`config.mk`:
```
export PLATFORM = sky130hd
export DESIGN_NAME = irq_line_aggregator
export DESIGN_NICKNAME = d
export VERILOG_FILES = /design/src/rtl/irq_agg_pkg.sv /design/src/rtl/irq_pin_tracker.sv /design/src/rtl/irq_line_router.sv /design/src/rtl/irq_line_counter.sv /design/src/rtl/irq_line_aggregator.sv
export SDC_FILE = /design/constraint.sdc
export NUM_CORES = 1
export LEC_CHECK = 0
export BUFFER_PORTS_ARGS = -buffer_cell sky130_fd_sc_hd__buf_2
export CORE_UTILIZATION = 66
export DETAILED_ROUTE_END_ITERATION = 10
export PLACE_DENSITY_LB_ADDON = 0.1
export SLEW_MARGIN = 15
export SYNTH_ARGS = -nofsm -noshare
export SYNTH_HDL_FRONTEND = slang
export SYNTH_HIERARCHICAL = 1
export SYNTH_SLANG_ARGS = --single-unit
```
`constraint.sdc`:
```
create_clock -name clk -period 12.35 [get_ports clk]
set_input_delay 1.235 -clock clk [delete_from_list [all_inputs] [get_ports clk]]
set_output_delay 1.235 -clock clk [all_outputs]
set_load 0.05 [all_outputs]
```
`src/rtl/irq_agg_pkg.sv`:
```
package irq_agg_pkg;

    // Remembered level of one request pin.
    typedef enum logic {
        PIN_IDLE     = 1'b0,
        PIN_ASSERTED = 1'b1
    } pin_state_e;

    // Counter contribution produced by one pin in one cycle.
    typedef struct packed {
        logic rise;
        logic fall;
    } pin_delta_t;

endpackage

```
`src/rtl/irq_pin_tracker.sv`:
```
module irq_pin_tracker
    import irq_agg_pkg::*;
(
    input  logic       clk,
    input  logic       bus_rst,
    input  logic       level_i,
    output pin_delta_t delta_o
);

    pin_state_e st_q;
    pin_state_e st_d;

    // State register.
    always_ff @(posedge clk) begin
        if (bus_rst) begin
            st_q <= PIN_IDLE;
        end else begin
            st_q <= st_d;
        end
    end

    // Next state: RAISE and DROP transitions.
    always_comb begin
        st_d = st_q;
        unique case (st_q)
            PIN_IDLE:     if (level_i)  st_d = PIN_ASSERTED;
            PIN_ASSERTED: if (!level_i) st_d = PIN_IDLE;
        endcase
    end

    // Outputs: one signed step per real level change.
    always_comb begin
        delta_o = '0;
        unique case (st_q)
            PIN_IDLE:     delta_o.rise = level_i;
            PIN_ASSERTED: delta_o.fall = ~level_i;
        endcase
    end

endmodule

```
`src/rtl/irq_line_router.sv`:
```
module irq_line_router #(
    parameter int NUM_SLOTS     = 32,
    parameter int PINS_PER_SLOT = 4,
    parameter int NUM_LINES     = 4,
    parameter int CNT_W         = 6
) (
    input  logic [NUM_SLOTS*PINS_PER_SLOT-1:0] rise_i,
    input  logic [NUM_SLOTS*PINS_PER_SLOT-1:0] fall_i,
    output logic [NUM_LINES-1:0][CNT_W-1:0]    up_o,
    output logic [NUM_LINES-1:0][CNT_W-1:0]    dn_o
);

    // Adds up, for every line, the rises and falls of the pins that the
    // rotation (slot + pin) mod NUM_LINES steers onto it.
    always_comb begin
        for (int l = 0; l < NUM_LINES; l++) begin
            up_o[l] = '0;
            dn_o[l] = '0;
        end
        for (int s = 0; s < NUM_SLOTS; s++) begin
            for (int p = 0; p < PINS_PER_SLOT; p++) begin
                for (int l = 0; l < NUM_LINES; l++) begin
                    if (((s + p) % NUM_LINES) == l) begin
                        up_o[l] = up_o[l] + CNT_W'(rise_i[s*PINS_PER_SLOT + p]);
                        dn_o[l] = dn_o[l] + CNT_W'(fall_i[s*PINS_PER_SLOT + p]);
                    end
                end
            end
        end
    end

endmodule

```
`src/rtl/irq_line_counter.sv`:
```
module irq_line_counter #(
    parameter int CNT_W = 6
) (
    input  logic             clk,
    input  logic             bus_rst,
    input  logic [CNT_W-1:0] up_i,
    input  logic [CNT_W-1:0] dn_i,
    output logic [CNT_W-1:0] cnt_o,
    output logic             line_o
);

    logic [CNT_W-1:0] cnt_q;
    logic [CNT_W-1:0] cnt_d;
    logic             line_q;

    assign cnt_d = cnt_q + up_i - dn_i;

    always_ff @(posedge clk) begin
        if (bus_rst) begin
            cnt_q  <= '0;
            line_q <= 1'b0;
        end else begin
            cnt_q  <= cnt_d;
            line_q <= (cnt_d != '0);
        end
    end

    assign cnt_o  = cnt_q;
    assign line_o = line_q;

endmodule

```
`src/rtl/irq_line_aggregator.sv`:
```
module irq_line_aggregator
    import irq_agg_pkg::*;
#(
    parameter int NUM_SLOTS     = 32,
    parameter int PINS_PER_SLOT = 4,
    parameter int NUM_LINES     = 4
) (
    input  logic                               clk,
    input  logic                               bus_rst,
    input  logic [NUM_SLOTS*PINS_PER_SLOT-1:0] pin_level,
    output logic [NUM_LINES-1:0]               line_out
);

    localparam int NUM_SRC      = NUM_SLOTS * PINS_PER_SLOT;
    localparam int PINS_PER_HIT = (PINS_PER_SLOT + NUM_LINES - 1) / NUM_LINES;
    localparam int MAX_PER_LINE = NUM_SLOTS * PINS_PER_HIT;
    localparam int CNT_W        = $clog2(MAX_PER_LINE + 1);

    logic [NUM_SRC-1:0]                 rise;
    logic [NUM_SRC-1:0]                 fall;
    logic [NUM_LINES-1:0][CNT_W-1:0]    up_cnt;
    logic [NUM_LINES-1:0][CNT_W-1:0]    dn_cnt;
    logic [NUM_LINES-1:0][CNT_W-1:0]    line_cnt;

    for (genvar i = 0; i < NUM_SRC; i++) begin : g_pin
        pin_delta_t d;
        irq_pin_tracker u_trk (
            .clk     (clk),
            .bus_rst (bus_rst),
            .level_i (pin_level[i]),
            .delta_o (d)
        );
        assign rise[i] = d.rise;
        assign fall[i] = d.fall;
    end

    irq_line_router #(
        .NUM_SLOTS     (NUM_SLOTS),
        .PINS_PER_SLOT (PINS_PER_SLOT),
        .NUM_LINES     (NUM_LINES),
        .CNT_W         (CNT_W)
    ) u_route (
        .rise_i (rise),
        .fall_i (fall),
        .up_o   (up_cnt),
        .dn_o   (dn_cnt)
    );

    for (genvar l = 0; l < NUM_LINES; l++) begin : g_line
        irq_line_counter #(
            .CNT_W (CNT_W)
        ) u_cnt (
            .clk     (clk),
            .bus_rst (bus_rst),
            .up_i    (up_cnt[l]),
            .dn_i    (dn_cnt[l]),
            .cnt_o   (line_cnt[l]),
            .line_o  (line_out[l])
        );
    end

endmodule

```
==> qor.csv <==
stage,metric,value,unit
run_status,status,completed,
critical_path,R2R cell count,25,
die,io pins,134,
die,Die ar.,0.0212,mm2
cts,Clock Path Buffers,2,
critical_path,element type at the critical path end,flip-flop,
placement,Port-buffer cells,133,
timing,worst setup margin,5.18,ns
timing,Final Critical Period,7.17,ns
timing,Clock Skew,0.0153,ns
drt,DRC Markers,0,
synthesis,Synth Flop Type,dfxtp_1,
finish,Synth-to-Final Area Change,12.1,%
placement,post-DP HPWL,19000,um
grt,initial antenna violation count,5,
placement,Placed Cells,1846,
cts,CTS tree,built,
synthesis,"area leader, netlist",fa_1,
drt,ANT nets after route,0,
timing,Max Fclk,139,MHz
cts,insertion delay to the later sink of the worst-skew pair,0.43,ns
drt,Post-Route WL,23800,um
worst_hold_path,Hold Path Cell Cnt,4,
flow_run,max-cap violation count,0,
critical_path,nature of the critical path startpoint,primary input,
finish,Util after Layout,0.753,
cts,H-tree depth,4,
timing,setup violators final,0,
synthesis,Syn Nets,1864,
die,die height,145,um
grt,GRT Total Usage,0.248,
synthesis,post-synthesis register bit count,156,
timing,setup TNS,0,ns
timing,unrepaired setup endpoints after global routing,false,
timing,Max Slew Vio Count,0,
timing,measured slew at the worst slew-check pin,0.860,ns
critical_path,"most used cell, CP",fa_1,
synthesis,"Async S/R FF share, synth",0,
synthesis,"top cells by count, synth","424 x inv_1, 392 x nor2b_1, 212 x fa_1",
grt,grt ovf,0,
synthesis,leading post-synthesis cells by cell area,"fa_1 31%, dfxtp_1 23%, nor2b_1 18%",
finish,Nets,2017,
critical_path,worst endpoint required time,12.61,ns
drt,Routed WL per cell,12.6,um
worst_hold_path,Hold Path Class,reg -> reg,
die,Initial Util,0.671,
synthesis,Yosys warning total,6,
cts,post-CTS setup buffers,0,
synthesis,Cells after Synth,1442,
synthesis,Synth Area per Inst,9.42,um2
critical_path,"critical path fanouts, max",4,
drt,Pre-Repair DR Iteration Count,4,
drt,DRT iter0 DRCs,207,
critical_path,slowest cell on the critical path,fa_1,
timing,Hold Fails Final Rpt,0,
drt,Via-to-Cell Ratio,4.71,
synthesis,sequential area share after synthesis,0.230,
synthesis,"EDFF count, synth",0,
synthesis,Syn Std Cell Area,0.0136,mm2
synthesis,Yosys top cell area share,0.312,
timing,period utilization,0.581,
finish,share of layout cells above drive strength 1,0.107,
cts,PostCTS Resize Cnt,0,
die,chip width,145,um
timing,Slew headroom,0.427,
synthesis,"count leader, synth",inv_1,
grt,vias in the first global route,9677,
drt,Vias,8871,
grt,first-pass GRT wire length,42100,um
grt,largest net degree at the start of global routing,82,
cts,Num CTS Buffers,17,
cts,Root Buffer,clkbuf_16,
cts,hold_buf cts,0,
cts,clock-pin slew on the worst setup and hold paths,0.06,ns
synthesis,Synth cell types,20,
die,Core ar.,0.0202,mm2
critical_path,Critical Path AT,7.43,ns
die,FP Rows,52,
finish,Finished Layout Cells,1882,
critical_path,critical path class,in -> reg,
placement,RD Place Congestion,0.820,
placement,Post-Place Worst Slack,4.81,ns
critical_path,max incr delay on CP,0.56,ns
cts,TritonCTS Sinks,156,
routing by layer:
layer,global-route usage,routed length [um]
met1,0.288,9850
met2,0.454,12500
met3,0.0508,939
met4,0.0847,509
met5,0,30
cell type report:
type                       count  area, um2
timing repair buffer         134        676
sequential                   156       3120
clock inverter                11        165
inverter                     424       1590
clock buffer                  21        460
tap                          270        338
fill                        1498       5000
antenna                        4       10.0
multi-input combinational    862       8870
metrics by stage:
stage | hold WS (ns) | cell area (um2)
after floorplan | 0.742 | 13600
after global placement | 0.806 | 14600
after detailed placement | 0.798 | 14600
after CTS | 0.820 | 15200
after global routing | 0.857 | 15200
final | 0.824 | 15200
worst max-delay path, delay by kind of cell:
kind	cells	cell delay (ns)
simple gates	3	0.40
buf+inv	8	0.51
xor+xnor	2	0.42
fa+ha+maj	10	4.41
compound gates	3	0.45
sequential cells by signal (all words and copies together) (netlist names):
register             count
g_pin.u_trk/st_q       128
g_line.u_cnt/cnt_o      24
g_line.u_cnt/line_o      4
worst paths after layout:
| path | from | endpoint | slack (ns) |
|---|---|---|---|
| worst min-delay path | g_line[1].u_cnt/cnt_o[5]$_SDFF_PP0_ | g_line[1].u_cnt/cnt_o[5]$_SDFF_PP0_ | 0.82 |
| worst max register to register | g_pin[2].u_trk/st_q$_SDFF_PP0_ | g_line[2].u_cnt/line_o$_SDFF_PP0_ | 5.80 |
| worst min register to register | g_line[1].u_cnt/cnt_o[5]$_SDFF_PP0_ | g_line[1].u_cnt/cnt_o[5]$_SDFF_PP0_ | 0.82 |
| worst max-delay path | pin_level[2] | g_line[2].u_cnt/line_o$_SDFF_PP0_ | 5.18 |
cells by family (layout without fill, tap and decap cells):
| kind of cell | Yosys count | after routing | synth area share |
|---|---|---|---|
| compound gates | 57 | 57 | 0.0295 |
| xor+xnor | 52 | 52 | 0.0335 |
| fa+ha+maj | 292 | 292 | 0.386 |
| buf+inv | 424 | 590 | 0.117 |
| flops | 156 | 156 | 0.230 |
| other cells | 0 | 4 | 0 |
| simple gates | 461 | 461 | 0.204 |
placed cells by master (no fill, tap or decap), drive strengths merged, types with 3 or more instances in the layout:
master  instances
fa            212
nand3          13
a21oi          28
xor2           25
clkbuf         21
clkinv          5
nand2          11
ha             80
a41oi           4
nor3b           4
nand2b          7
a21boi          5
o21ai           3
a21o           12
nor2           30
diode           4
nor2b         392
o21a            5
inv           425
dfxtp         156
nand4           4
buf           134
xnor2          27
bufinv          4
Power is left out: the tool's default activity adds up to more than one toggle a clock period on the data nets, which glitch-free logic cannot reach.
